<file path="config.mk">
export PLATFORM = sky130hd
export DESIGN_NAME = lm_scoreboard
export DESIGN_NICKNAME = d
export VERILOG_FILES = /design/src/rtl/lm_scoreboard.sv
export SDC_FILE = /design/constraint.sdc
export NUM_CORES = 1
export LEC_CHECK = 0
export ABC_AREA = 1
export BUFFER_PORTS_ARGS = -buffer_cell sky130_fd_sc_hd__buf_4
export CAP_MARGIN = 20
export CORE_MARGIN = 5
export CORE_UTILIZATION = 40
export DETAILED_ROUTE_END_ITERATION = 8
export PLACE_DENSITY = 0.71
export SKIP_CTS_REPAIR_TIMING = 1
export SYNTH_ARGS = -nofsm -noshare
export SYNTH_HDL_FRONTEND = slang
export SYNTH_SLANG_ARGS = --single-unit
</file>
<file path="constraint.sdc">
create_clock -name clk -period 1.95 [get_ports clk]
set_input_delay 0 -clock clk [delete_from_list [all_inputs] [get_ports clk]]
set_output_delay 0 -clock clk [all_outputs]
set_load 0.02 [all_outputs]
</file>
<file path="src/rtl/lm_scoreboard.sv">
module lm_scoreboard #(
  parameter int NREG = 32,
  parameter int NTAG = 4,
  parameter int DW   = 32,
  localparam int RW  = $clog2(NREG),
  localparam int TW  = $clog2(NTAG)
) (
  input  logic            clk,
  input  logic            rst_n,
  input  logic            miss_valid,
  input  logic [RW-1:0]   miss_rd,
  input  logic [TW-1:0]   miss_tag,
  output logic            load_stall,
  input  logic            ret_valid,
  input  logic [TW-1:0]   ret_tag,
  input  logic [DW-1:0]   ret_data,
  output logic            rf_we,
  output logic [RW-1:0]   rf_waddr,
  output logic [DW-1:0]   rf_wdata,
  input  logic            cmt_valid,
  input  logic [RW-1:0]   cmt_src_a,
  input  logic [RW-1:0]   cmt_src_b,
  output logic            redirect,
  output logic [NREG-1:0] pending
);

  logic [NTAG-1:0] busy_q, live_q;
  logic [RW-1:0]   dst_q [NTAG];

  wire miss_ok = miss_valid && !busy_q[miss_tag] && (miss_rd != '0);
  wire ret_hit = ret_valid && busy_q[ret_tag];

  always_ff @(posedge clk) begin
    if (!rst_n) begin
      busy_q <= '0;
      live_q <= '0;
      for (int t = 0; t < NTAG; t++) dst_q[t] <= '0;
    end else begin
      for (int t = 0; t < NTAG; t++) begin
        if (ret_hit && ret_tag == TW'(t)) begin
          busy_q[t] <= 1'b0;
          live_q[t] <= 1'b0;
        end
        if (miss_ok && miss_tag != TW'(t) && live_q[t] && dst_q[t] == miss_rd)
          live_q[t] <= 1'b0;
        if (miss_ok && miss_tag == TW'(t)) begin
          busy_q[t] <= 1'b1;
          live_q[t] <= 1'b1;
          dst_q[t]  <= miss_rd;
        end
      end
    end
  end

  always_comb begin
    pending = '0;
    for (int t = 0; t < NTAG; t++)
      if (live_q[t]) pending[dst_q[t]] = 1'b1;
  end

  assign load_stall = &busy_q;
  assign rf_we      = ret_hit && live_q[ret_tag];
  assign rf_waddr   = dst_q[ret_tag];
  assign rf_wdata   = ret_data;
  assign redirect   = cmt_valid && (pending[cmt_src_a] || pending[cmt_src_b]);

endmodule

</file>
==> out/summary.md <==
For the critical path data required time, the log shows 1.95 ns. The transition time at the pin with the least slew margin was 0.5368 ns; the fraction of registers with async set/reset was 0%. The layout overhead on the synthesized area came out at 42.91%.

The run finished, with violations left. Summed over all nets, the switching power comes to 0.6724 mW. The run gives 1.218 mW as the internal power summed over all cells. For the initial antenna violation count, the log shows 0. The count of inserted antenna diode cells is 0. The number of placement rows came out at 34.

TritonCTS built the clock tree. For the smallest hold slack, the log shows 0.000007756 ns. The tools report the clock tree root driver cell as clkbuf_8. By startpoint and endpoint, the worst setup path is classified as flop to output port. The core region is 8763 sq um. Max-cap violations in this run came to 0. The first global-routing pass estimated 21580 microns of wire. Fill cell total of the finished layout: 780. Leaving out fill and tap cells, the most frequent cells in the layout are nor2_1 (152), buf_4 (134), nand3_1 (102). Dividing the detail-routed via count by the number of cells gives 5.893. Setup repair after global routing could not meet its margin everywhere. The checks that failed: setup timing.

In this run the worst hold path is classified as primary input to output port. Synthesis inferred 28 register bits. The floorplan step defined a die boundary enclosing 11000 sq um.

The floorplan step set the die height to 104.9 microns. The largest total area in the synthesized netlist belongs to nor2_1. The longest clock path from root to sink contains 2 buffers.

The finished cells cover 5146 sq um. Registers take 765.7 sq um. The instance count of the mapped netlist was 650; the number of flops mapped to enable cells by yosys was 20.

Maximum fanout encountered on the critical timing path: 6. The power density over the cells came out at 367.3 nW/um^2. The total overflow reported by the global router is 0. The residual DRC count is 0. The detail route stage leaves a number of antenna-violating nets equal to 0.

The total placed cells including tap cells is 808. Prior to clock tree synthesis, the placed netlist has a worst setup slack of 0.01208 ns. In this run the tightest slew margin relative to its limit is 64.17%.

Sorting the synthesized cells by area gives the leading types as nor2_1 (23%), nand3_1 (20%), edfxtp_1 (17%). Averaged over all synthesized cells, the footprint is 5.540 sq um. The worst voltage drop across the vdd grid came out at 616.7 uV. For the achievable clock frequency, the log shows 437.3 MHz. The violation count after the first detailed-routing iteration is 599. Final critical-path setup slack: -0.3366 ns.

Summed over its instances, the top area cell type makes up 23.04% of the synthesized netlist area. Cells fill 58.72% of the core in the end. Of the total power, combinational logic draws 36.1%. The library cell used most frequently in the layout, excluding fill and tap cells, is nor2_1. The count of clock tree sinks came out at 28. The worst path uses 117.3% of the clock period.

The run gives 0.29 ns as the clock latency at the later pin of the worst-skew pair. Detailed placement ended at an HPWL of 10950 microns. The clock transition at the registers of the reported paths works out to 0.09 ns. Routability-driven placement finished with a final weighted congestion of 0.9620. The element type at the critical path start is a flop. In the synthesized netlist the dominant register cell turns out to be edfxtp_1. Global routing used 23.28% of the available tracks.

Dividing the detail-routed wire length by the instance count gives 18.07 microns. The floorplan step set the die width to 104.9 microns. For this design the top-level I/O count stands at 128. Summing all multi-input logic gate instances after layout gives 2913 sq um. The Yosys step of the flow raised 0 warnings.

The H-tree depth was 1; the data arrival time of the critical path was 2.29 ns. The detailed-route wire length was 15400 microns. The run gives 0.01346 ns as the clock skew after layout. Share of cells above drive strength 1: 38.58%. The leakage power figure is 2.233 nW, and the share of total power in sequential cells is 39.0%. The tools report the filler-free cell count of the finished design as 852. The number of nets in the layout came out at 801. The initial core utilization was 41.09%. The number of different library cells used by synthesis comes to 28.

The final-report setup violation count came out at 1. The number of global-route vias before repair was 4318; the final number of hold-violating endpoints was 0. Per report_power, the clock group accounts for 24.9% of the total. The switching part of the total power is 35.58%, and the area of the mapped netlist is 3601 sq um. Entering global routing, the biggest net connects 18 pins.

For this run, the detailed router's first-pass iteration total came to 5. Counting the buffers created by CTS gives 3. For the net count after synthesis, the log shows 706.

The max-slew violation count was 0; the number of input and output port buffers inserted was 63. Once placement finished, the instance area stood at 4167 sq um. The tools report the via count as 5021. The tools report the critical path endpoint category as an output port. Subtracting the final worst setup slack from the clock period gives 2.287 ns. Of the synthesized area, sequential elements account for 21.13%.
-- power by group through the flow --
| stage | clock, mW | combinational (mW) | sequential, mW |
|---|---|---|---|
| detailed placement | 0 | 0.526 | 0.732 |
| floorplan | 0 | 0.421 | 0.715 |
| global route | 0.495 | 0.729 | 0.742 |
| finish | 0.470 | 0.682 | 0.737 |
| global placement | 0 | 0.522 | 0.729 |
| CTS | 0.466 | 0.528 | 0.719 |
-- per-layer routing --
layer | GRT usage (%) | wire length [microns] | part of all wire [%]
met4 | 7.580 | 554 | 3.6
met1 | 31.32 | 5858 | 38
met5 | 0 | 0 | 0
met2 | 38.49 | 7309 | 47
met3 | 3.144 | 1677 | 11
-- through the flow --
stage	setup TNS (ns)	total power [mW]
detailed placement	0	1.258
floorplan	0	1.136
global placement	0	1.251
global route	-0.5047	1.965
CTS	-0.3167	1.713
finish	-0.3366	1.890
-- critical path, cell delays in order, from the launching register on --
cell,delay (ns)
edfxtp_1,0.49
inv_2,0.20
nand3_2,0.18
nor2_1,0.21
nor2_2,0.08
nand2_1,0.14
nand2_1,0.06
nand3_1,0.08
nand3_1,0.08
nand3_1,0.08
nand3_1,0.07
nand2_1,0.06
nor2_1,0.04
nor2_1,0.09
buf_4,0.14
-- cell families after synthesis --
group	count (synthesis)	synth area share, %
DFF	28	21.13
and+or+nand+nor	473	55.04
buffers and inverters	100	14.11
AOI/OAI and AO/OA	41	7.783
xor gates and xnor gates	8	1.946
-- registers in the layout (all words and copies together), names as in the netlist --
signal and count:
busy_q 4, dst_q 20, live_q 4
-- path summary, 6_finish.rpt --
kind | startpoint | slack [ns] | endpoint | cells past startpoint
max | dst_q[2][2]$_SDFFCE_PN0P_ | -0.34 | redirect | 14
max reg2reg | dst_q[1][1]$_SDFFCE_PN0P_ | 0.01 | live_q[1]$_SDFFE_PN0P_ | 9
min reg2reg | busy_q[3]$_SDFFE_PN0P_ | 0.51 | busy_q[3]$_SDFFE_PN0P_ | 2
min | ret_data[11] | 0.000008 | rf_wdata[11] | 0
-- cell usage after synthesis, drive strengths merged, types with 5 or more instances --
cell      n
nor3      5
edfxtp   20
nand3   146
o221ai    6
o21ai     8
nand4     5
dfxtp     8
o22ai     8
nor2    221
inv      49
buf      44
clkbuf    6
a22oi     6
nand2    94
-- cell type report --
cell class	count	share of cell area, %
inverters	50	3.647
flip-flops and latches	28	14.88
repair buffers	140	20.86
well taps	108	2.626
multi-input cells	522	56.60
clock inverters	1	0.5835
clock buffers	3	0.8023
(Power assumes the default switching activity.)
